File: config.mk
export PLATFORM = sky130hd
export DESIGN_NAME = glyph_link_tx
export DESIGN_NICKNAME = d
export VERILOG_FILES = /design/src/rtl/glyph_link_pkg.sv /design/src/rtl/glk_gap_timer.sv /design/src/rtl/glk_byte_shifter.sv /design/src/rtl/glk_frame_seq.sv /design/src/rtl/glyph_link_tx.sv
export SDC_FILE = /design/constraint.sdc
export NUM_CORES = 1
export LEC_CHECK = 0
export BUFFER_PORTS_ARGS = -buffer_cell sky130_fd_sc_hd__buf_2
export CORE_ASPECT_RATIO = 2
export CORE_UTILIZATION = 23
export DETAILED_ROUTE_END_ITERATION = 10
export SYNTH_ARGS = -nofsm -noshare
export SYNTH_HDL_FRONTEND = slang
export SYNTH_SLANG_ARGS = --single-unit
File: constraint.sdc
create_clock -name clk -period 5.6 [get_ports clk]
set_clock_uncertainty 0.1 [all_clocks]
set_input_delay 1.12 -clock clk [delete_from_list [all_inputs] [get_ports clk]]
set_output_delay 1.12 -clock clk [all_outputs]
set_load 0.02 [all_outputs]
File: src/rtl/glyph_link_pkg.sv
package glyph_link_pkg;

  localparam int COLS   = 5;
  localparam int ROWS   = 5;
  localparam int POS_W  = 3;
  localparam int OPC_W  = 3;
  localparam int WORD_W = OPC_W + COLS;
  localparam int IDX_W  = $clog2(ROWS + 1);

  localparam logic [OPC_W-1:0] OPC_POSITION = 3'b101;
  localparam logic [OPC_W-1:0] OPC_CONTROL  = 3'b110;

  typedef enum logic [1:0] {
    Q_IDLE,
    Q_ISSUE,
    Q_SEND,
    Q_GAP
  } seq_state_t;

  typedef enum logic [1:0] {
    SH_IDLE,
    SH_LOW,
    SH_HIGH,
    SH_TAIL
  } sh_state_t;

  function automatic logic [WORD_W-1:0] pack_word(input logic [OPC_W-1:0] opc,
                                                  input logic [COLS-1:0]  dat);
    return {opc, dat};
  endfunction

endpackage

File: src/rtl/glk_gap_timer.sv
module glk_gap_timer #(
  parameter int GAP_CYC = 75
) (
  input  logic clk,
  input  logic rst_n,
  input  logic start_i,
  output logic done_o
);
  localparam int CW = $clog2(GAP_CYC + 1);

  logic          run_q, run_d;
  logic [CW-1:0] cnt_q, cnt_d;
  logic          cnt_en;

  always_comb begin
    run_d  = run_q;
    cnt_d  = cnt_q;
    cnt_en = 1'b0;
    done_o = run_q && (cnt_q == '0);
    if (start_i) begin
      run_d  = 1'b1;
      cnt_d  = CW'(GAP_CYC - 1);
      cnt_en = 1'b1;
    end else if (run_q) begin
      if (cnt_q == '0) begin
        run_d = 1'b0;
      end else begin
        cnt_d  = cnt_q - 1'b1;
        cnt_en = 1'b1;
      end
    end
  end

  always_ff @(posedge clk or negedge rst_n) begin
    if (!rst_n) begin
      run_q <= 1'b0;
      cnt_q <= '0;
    end else begin
      run_q <= run_d;
      if (cnt_en) cnt_q <= cnt_d;
    end
  end

endmodule

File: src/rtl/glk_byte_shifter.sv
module glk_byte_shifter
  import glyph_link_pkg::*;
#(
  parameter int HALF_CYC = 2
) (
  input  logic              clk,
  input  logic              rst_n,
  input  logic              start_i,
  input  logic [WORD_W-1:0] word_i,
  output logic              load_n_o,
  output logic              sdclk_o,
  output logic              sdata_o,
  output logic              done_o
);
  localparam int HW    = (HALF_CYC > 1) ? $clog2(HALF_CYC) : 1;
  localparam int BIT_W = $clog2(WORD_W);

  sh_state_t         st_q, st_d;
  logic [HW-1:0]     hcnt_q, hcnt_d;
  logic [BIT_W-1:0]  bit_q, bit_d;
  logic [WORD_W-1:0] sreg_q, sreg_d;
  logic              ld_n_q, ld_n_d;
  logic              sck_q, sck_d;
  logic              sd_q, sd_d;
  logic              done_q, done_d;
  logic              half_end;

  assign half_end = (hcnt_q == '0);

  always_comb begin
    st_d   = st_q;
    hcnt_d = hcnt_q;
    bit_d  = bit_q;
    sreg_d = sreg_q;
    ld_n_d = ld_n_q;
    sck_d  = sck_q;
    sd_d   = sd_q;
    done_d = 1'b0;
    unique case (st_q)
      SH_IDLE: begin
        if (start_i) begin
          st_d   = SH_LOW;
          sreg_d = word_i;
          bit_d  = '0;
          ld_n_d = 1'b0;
          sck_d  = 1'b0;
          sd_d   = word_i[0];
          hcnt_d = HW'(HALF_CYC - 1);
        end
      end
      SH_LOW: begin
        if (half_end) begin
          st_d   = SH_HIGH;
          sck_d  = 1'b1;
          hcnt_d = HW'(HALF_CYC - 1);
        end else begin
          hcnt_d = hcnt_q - 1'b1;
        end
      end
      SH_HIGH: begin
        if (half_end) begin
          sck_d  = 1'b0;
          hcnt_d = HW'(HALF_CYC - 1);
          if (bit_q == BIT_W'(WORD_W - 1)) begin
            st_d = SH_TAIL;
          end else begin
            st_d  = SH_LOW;
            bit_d = bit_q + 1'b1;
            sd_d  = sreg_q[bit_q + 1'b1];
          end
        end else begin
          hcnt_d = hcnt_q - 1'b1;
        end
      end
      SH_TAIL: begin
        if (half_end) begin
          st_d   = SH_IDLE;
          ld_n_d = 1'b1;
          done_d = 1'b1;
        end else begin
          hcnt_d = hcnt_q - 1'b1;
        end
      end
      default: st_d = SH_IDLE;
    endcase
  end

  always_ff @(posedge clk or negedge rst_n) begin
    if (!rst_n) begin
      st_q   <= SH_IDLE;
      hcnt_q <= '0;
      bit_q  <= '0;
      sreg_q <= '0;
      ld_n_q <= 1'b1;
      sck_q  <= 1'b0;
      sd_q   <= 1'b0;
      done_q <= 1'b0;
    end else begin
      st_q   <= st_d;
      hcnt_q <= hcnt_d;
      bit_q  <= bit_d;
      sreg_q <= sreg_d;
      ld_n_q <= ld_n_d;
      sck_q  <= sck_d;
      sd_q   <= sd_d;
      done_q <= done_d;
    end
  end

  assign load_n_o = ld_n_q;
  assign sdclk_o  = sck_q;
  assign sdata_o  = sd_q;
  assign done_o   = done_q;

endmodule

File: src/rtl/glk_frame_seq.sv
module glk_frame_seq
  import glyph_link_pkg::*;
(
  input  logic                 clk,
  input  logic                 rst_n,
  input  logic                 req_valid_i,
  input  logic                 req_ctrl_i,
  input  logic [POS_W-1:0]     req_pos_i,
  input  logic [ROWS*COLS-1:0] req_rows_i,
  input  logic [COLS-1:0]      req_ctrl_data_i,
  output logic                 shift_start_o,
  output logic [WORD_W-1:0]    shift_word_o,
  input  logic                 shift_done_i,
  output logic                 gap_start_o,
  input  logic                 gap_done_i,
  output logic                 busy_o,
  output logic                 done_o
);
  seq_state_t           st_q, st_d;
  logic [IDX_W-1:0]     widx_q, widx_d;
  logic [IDX_W-1:0]     last_q;
  logic                 ctrl_q;
  logic [POS_W-1:0]     pos_q;
  logic [ROWS*COLS-1:0] rows_q;
  logic [COLS-1:0]      cdat_q;
  logic                 done_q, done_d;
  logic                 accept;
  logic [WORD_W-1:0]    row_word [ROWS];
  logic [WORD_W-1:0]    pos_word;

  assign accept = (st_q == Q_IDLE) && req_valid_i;

  for (genvar r = 0; r < ROWS; r++) begin : g_row_word
    assign row_word[r] = pack_word(OPC_W'(r), rows_q[r*COLS +: COLS]);
  end

  assign pos_word = pack_word(OPC_POSITION, {{(COLS-POS_W){1'b0}}, pos_q});

  always_comb begin
    shift_word_o = pos_word;
    if (ctrl_q) begin
      shift_word_o = pack_word(OPC_CONTROL, cdat_q);
    end else begin
      for (int r = 0; r < ROWS; r++) begin
        if (int'(widx_q) == r + 1) shift_word_o = row_word[r];
      end
    end
  end

  always_comb begin
    st_d          = st_q;
    widx_d        = widx_q;
    done_d        = 1'b0;
    shift_start_o = 1'b0;
    gap_start_o   = 1'b0;
    unique case (st_q)
      Q_IDLE: begin
        if (accept) begin
          st_d   = Q_ISSUE;
          widx_d = '0;
        end
      end
      Q_ISSUE: begin
        shift_start_o = 1'b1;
        st_d          = Q_SEND;
      end
      Q_SEND: begin
        if (shift_done_i) begin
          gap_start_o = 1'b1;
          st_d        = Q_GAP;
        end
      end
      Q_GAP: begin
        if (gap_done_i) begin
          if (widx_q == last_q) begin
            st_d   = Q_IDLE;
            done_d = 1'b1;
          end else begin
            st_d   = Q_ISSUE;
            widx_d = widx_q + 1'b1;
          end
        end
      end
      default: st_d = Q_IDLE;
    endcase
  end

  always_ff @(posedge clk or negedge rst_n) begin
    if (!rst_n) begin
      st_q   <= Q_IDLE;
      widx_q <= '0;
      done_q <= 1'b0;
      last_q <= '0;
      ctrl_q <= 1'b0;
      pos_q  <= '0;
      rows_q <= '0;
      cdat_q <= '0;
    end else begin
      st_q   <= st_d;
      widx_q <= widx_d;
      done_q <= done_d;
      if (accept) begin
        last_q <= req_ctrl_i ? '0 : IDX_W'(ROWS);
        ctrl_q <= req_ctrl_i;
        pos_q  <= req_pos_i;
        rows_q <= req_rows_i;
        cdat_q <= req_ctrl_data_i;
      end
    end
  end

  assign busy_o = (st_q != Q_IDLE);
  assign done_o = done_q;

endmodule

File: src/rtl/glyph_link_tx.sv
module glyph_link_tx
  import glyph_link_pkg::*;
#(
  parameter int SYS_CLK_PS    = 8000,
  parameter int MIN_GAP_NS    = 600,
  parameter int SCLK_HALF_CYC = 2
) (
  input  logic                 clk,
  input  logic                 rst_n,
  input  logic                 req_valid_i,
  input  logic                 req_ctrl_i,
  input  logic [POS_W-1:0]     req_pos_i,
  input  logic [ROWS*COLS-1:0] req_rows_i,
  input  logic [COLS-1:0]      req_ctrl_data_i,
  output logic                 busy_o,
  output logic                 done_o,
  output logic                 load_n_o,
  output logic                 sdclk_o,
  output logic                 sdata_o
);
  localparam int GAP_RAW = (MIN_GAP_NS * 1000 + SYS_CLK_PS - 1) / SYS_CLK_PS;
  localparam int GAP_CYC = (GAP_RAW < 1) ? 1 : GAP_RAW;

  logic              shift_start, shift_done;
  logic [WORD_W-1:0] shift_word;
  logic              gap_start, gap_done;

  glk_frame_seq u_seq (
    .clk            (clk),
    .rst_n          (rst_n),
    .req_valid_i    (req_valid_i),
    .req_ctrl_i     (req_ctrl_i),
    .req_pos_i      (req_pos_i),
    .req_rows_i     (req_rows_i),
    .req_ctrl_data_i(req_ctrl_data_i),
    .shift_start_o  (shift_start),
    .shift_word_o   (shift_word),
    .shift_done_i   (shift_done),
    .gap_start_o    (gap_start),
    .gap_done_i     (gap_done),
    .busy_o         (busy_o),
    .done_o         (done_o)
  );

  glk_byte_shifter #(.HALF_CYC(SCLK_HALF_CYC)) u_shift (
    .clk     (clk),
    .rst_n   (rst_n),
    .start_i (shift_start),
    .word_i  (shift_word),
    .load_n_o(load_n_o),
    .sdclk_o (sdclk_o),
    .sdata_o (sdata_o),
    .done_o  (shift_done)
  );

  glk_gap_timer #(.GAP_CYC(GAP_CYC)) u_gap (
    .clk    (clk),
    .rst_n  (rst_n),
    .start_i(gap_start),
    .done_o (gap_done)
  );

endmodule

After elaboration in Yosys (flattened, before gate mapping)
Index checks and enable logic that the tools add are counted.

Flip-flop bits (word level): 69. Input port bits: 37.

Add/subtract/negate cells: 4. Order comparisons: 1. Equality and inequality tests: 23. Multiplexer cells: 55. Reduce and logical (&&, ||, !) cells: 20.

Operators by type and width (number): $mux W8 (6); $mux W1 (22); $mux W3 (7); $mux W7 (3); $mux W2 (8); $ne A2 B2 Y1 const B (8); $pmux W2 S4 (2); $reduce_and A4 Y1 (4); $eq A3 B3 Y1 const B (5); $pmux W3 S2 (2); $reduce_bool A2 Y1 (5); $reduce_and A3 Y1 (3); $eq A2 B2 Y1 const B (4); $logic_not A7 Y1 (1); $sub A7 B1 Y7 const B (1); $add A3 B1 Y3 const B (2); $pmux W1 S3 (2); $eq A2 B1 Y1 const B (2); $logic_not A2 Y1 (2); $lt A3 B4 Y1 const B (1); $ne A2 B1 Y1 const B (2); $pmux W1 S2 (2); $bmux W1 S3 (1); $eq A3 B2 Y1 const B (1); 6 further kinds (7).

Logic depth before layout (Yosys ltp)
Word-level depth: 9. Mapped depth: 8. Gate-level depth less buffers: 6.

Modules after synthesis
Synthesis repeated with hierarchy kept, for this count alone.

Cell total of the unflattened synthesis: 319. Area total of the unflattened synthesis: 3545.9 um2.

By module, submodules not included: glk_frame_seq (instances 1, cells each 196, area each 2179.6 um2, seq. area each 1026.0 um2); glk_byte_shifter (instances 1, cells each 80, area each 933.4 um2, seq. area each 451.7 um2); glk_gap_timer (instances 1, cells each 43, area each 432.9 um2, seq. area each 200.2 um2).

Least setup slack after synthesis
OpenSTA, ideal clock, no wires.

Path type: register to register. From: register u_seq.widx_q[2]. To: register u_shift.sd_q (netlist: u_shift.sdata_o). Library setup time: 0.138 ns. Arrival time: 2.025 ns. Required time: 5.362 ns. Path slack: 3.337 ns. Cell stages (with the launch flop): 9. Path through: dfrtp_1 -> clkbuf_1 -> clkbuf_1 -> inv_1 -> ha_1 -> a22o_1 -> a311o_1 -> o211ai_1 -> o32ai_1.

Cells in the longest elaborated chain, start to end: 9. Elaborated cells between the ends (all ways): 13. Those cells by class: eq/ne: 5; mux: 8.

Ends and longest elaborated chain: start, declared (RTL line glk_frame_seq.sv:20) `logic [IDX_W-1:0] widx_q, widx_d;`; start signal, assigned (RTL line glk_frame_seq.sv:100) `widx_q <= widx_d;`; $eq A3 B2 Y1 (RTL line glk_frame_seq.sv:45) `if (int'(widx_q) == r + 1) shift_word_o = row_word[r];`; $mux W8 (4 in a row) (RTL line glk_frame_seq.sv:45); $mux W8 (*) (RTL line glk_frame_seq.sv:45); $mux W8 (*) (RTL line glk_frame_seq.sv:41) `if (ctrl_q) begin`; $mux W1 (*) (RTL line glk_byte_shifter.sv:41) `if (start_i) begin`; $pmux W1 S2 (*) (RTL line glk_byte_shifter.sv:39) `unique case (st_q)`; end signal, assigned (RTL line glk_byte_shifter.sv:96) `sd_q <= 1'b0;`; end signal, assigned (RTL line glk_byte_shifter.sv:105) `sd_q <= sd_d;`; end, declared (RTL line glk_byte_shifter.sv:24) `logic sd_q, sd_d;`.

Mark *: on every way between the ends. The rest lies on a longest branch, timed or not. The select of a mux whose other input is x is not followed. A chain may end at the register's enable or synchronous reset.

Final worst setup path
From: register u_seq.st_q[0]. To: output port busy_o.

Cells in the longest elaborated chain, start to end: 1.

Ends and longest elaborated chain: start, declared (RTL line glk_frame_seq.sv:19) `seq_state_t st_q, st_d;`; start signal, assigned (RTL line glk_frame_seq.sv:99) `st_q <= st_d;`; $reduce_bool A2 Y1 (RTL line glk_frame_seq.sv:112) `assign busy_o = (st_q != Q_IDLE);`; end, declared (RTL line glyph_link_tx.sv:15) `output logic busy_o,`.

No other way between the ends.

==> flow_metrics.tcl <==
set metrics [dict create \
    status "complete, no violations" \
    cap_violations 0 \
    final_core_util_pct 28.2 \
    path_max_fanout 7 \
    dieArea_sq_um 15700 \
    seq_area_frac_synth_pct 48.0 \
    synth_edf_count 0 \
    highest_layer "met4" \
    worstPathArrival_ns 1.45 \
    ant_nets 0 \
    crit_family "flip-flops" \
    wl_per_cell_microns 14.3 \
    synthTopCellsByArea "dfrtp_1 (47%), mux2_2 (11%), ha_1 (6.4%)" \
    pre_cts_ws_ns 3.25 \
    synthCells 311 \
    layout-drive-gt1-share_pct 28.1 \
    hp-class "reg -> reg" \
    final_common_cell "dfrtp_1" \
    routed-via-count 2529 \
    finalNonFillerCells 551 \
    die_h_microns 176 \
    finalWeightedCongestion 0.824 \
    h-tree-depth 3 \
    cp_slowest_cell "dfrtp_1" \
    maxSlewHeadroom_pct 43.7 \
    yosysTopAreaCell "dfrtp_1" \
    placed_area_sq_um 3900 \
    die_w_microns 89.2 \
    fin_ws_ns 2.93 \
    grt_pass1_wl_microns 12900 \
    syn_area_per_cell_sq_um 11.2 \
    routed_wl_microns 7900 \
    syn-cell-area_sq_um 3500 \
    synthDistinctLibCells 58 \
    maxSlewViolCount 0 \
    power.leakage_nw 1.85 \
    fill_cells 1602 \
    timing.hold.ws_ns 0.381 \
    area_growth_syn_to_layout_pct 19.4 \
    synth_warnings 0 \
    clockRootBuffer "clkbuf_16" \
    grt_start_max_net_pins 68 \
    n_antenna_cell 0 \
    grt_pass1_vias 2620 \
    ys_ff_latch 67 \
    place_hpwl_microns 5920 \
    powerDensity_nw_per_um2 541 \
    rsz0062_at_grt "no" \
    antenna_found_initial 0 \
    dr.first_iter.drc_count 145 \
    clk_pin_slew_worst_paths_ns 0.05 \
    critPathKind "reg -> out" \
    io_buffers 41 \
    rows 63 \
    grt.total_usage_pct 10.9 \
    cts-resized-gates 0 \
    post_cts_buffers 0 \
    numCtsBuffers 9 \
    cpPeakStageDelay_ns 0.41 \
    dr.pass1.iters 4 \
    final_area_sq_um 4180 \
    grt_remaining_overflow 0 \
    hold_buffers 0 \
    min_period_over_period_pct 47.6 \
    crit_path_frequent_cell "inv_1" \
    final_cell_mix "dfrtp_1 (66), buf_2 (41), mux2_2 (35)" \
    crit_buf_inv 3 \
    min_period_ns 2.67 \
    start_util_pct 23.6 \
    finalSetupViolCount 0 \
    crit_chain "inv_1, ha_1, inv_1, buf_2" \
    synthArstFlopShare_pct 100 \
    vdd_drop_max_mv 0.250 \
    cts_tree "built" \
    clkSinkCount 67 \
    max_freq_mhz 375 \
    coreArea_sq_um 14800 \
    end_kind "primary output" \
    pin_count 42 \
    route.met3.wl_microns 269 \
    total_power_mw 2.26 \
    viasPerCell 4.59 \
    synth_top_area_share_pct 47.2 \
    syn-num-nets 366 \
    worst_pin_slew_ns 0.845 \
    cp-start-kind "flip-flop" \
    nNetsFinal 407 \
    dp_cells 536 \
    insertion_delay_ns 0.33 \
    clockBufferDepth 2 \
    finalHoldViolCount 0 \
    synthFlopType "dfrtp_1" \
    wl_met2_microns 4380 \
    r2r_slack_ns 3.26 \
    tns_ns 0 \
    crit_required_ns 4.38 \
    drc_errors 0 \
    drt-met1-wl_microns 2990 \
]
-- state kept, by name, indices dropped and copies added (netlist names) --
signal and cells:
u_seq.last_q 1, u_seq.rows_q 25, u_shift.load_n_o 1, u_gap.cnt_q 7
u_shift.bit_q 3, u_gap.run_q 1, u_shift.sreg_q 8, u_seq.widx_q 3
u_shift.st_q 2, u_seq.pos_q 3, u_shift.sdata_o 1, u_seq.done_o 1
u_seq.st_q 2, u_shift.done_o 1, u_seq.cdat_q 5, u_shift.hcnt_q 1
u_shift.sdclk_o 1, u_seq.ctrl_q 1
-- cell families (layout without fill, tap and decap cells) --
group,Yosys count,count (layout),synth area share (%)
and+or+nand+nor,59,59,9.74
adders and majority gates,18,18,6.44
xor gates and xnor gates,3,3,0.752
muxes,41,41,13.5
DFF,67,67,48.0
buffers and inverters,35,80,4.12
AOI/OAI and AO/OA,88,88,17.5
-- worst reg2reg max path, stage by stage (launching register included) --
cell and delay (ns):
dfrtp_1 0.73, inv_1 0.14, ha_1 0.33, a21o_1 0.23, a221oi_1 0.39, o21ai_1 0.13, a22o_1 0.19
-- cells in the mapped netlist, drive strengths merged (2+ instances only) --
cell and instances:
ha 18, nand2 20, nor3b 5, xor2 2
o221ai 3, o31ai 3, mux2i 4, o21ai 18
a221oi 4, mux2 36, nor3 3, nor2 6
nand2b 6, nand3 4, a311oi 3, dfrtp 66
nor2b 5, o211ai 6, a211oi 2, a22oi 3
o21bai 2, a21o 2, a21oi 20, a22o 7
a31oi 6, buf 2, inv 22, clkbuf 11
-- routing by layer --
metal  GRT usage [%]  up-vias
met5               0        -
met3            2.01       17
met4            6.94        0
li1                -     1218
met2            19.2       56
met1            11.5     1238
-- final cells by class --
type	count	area, sq um	share of cell area, %
flip-flops and latches	67	1680	40.2
multi-input cells	209	1670	40.1
well taps	195	244	5.84
clock buffers	12	236	5.66
repair buffers	43	220	5.27
inverters	22	82.6	1.98
clock inverters	3	40.0	0.959
-- final timing paths --
check	startpoint	end	cells past startpoint
setup / recovery	u_seq.st_q[0]	busy_o	4
hold reg to reg	u_shift.sreg_q[7]	u_shift.sreg_q[7]	2
setup reg to reg	u_seq.widx_q[2]	u_shift.sreg_q[3]	6
hold / removal	u_shift.sreg_q[7]	u_shift.sreg_q[7]	2
min in group asynchronous	rst_n	u_gap.cnt_q[4]	2
max in group asynchronous	rst_n	u_seq.rows_q[13]	2
-- where the power goes --
group	switching, mW	leakage, nW	internal (mW)
clock network	0.195	0.136	0.341
registers	0.201	0.813	0.715
logic	0.402	0.902	0.405
(Power assumes the default switching activity.)
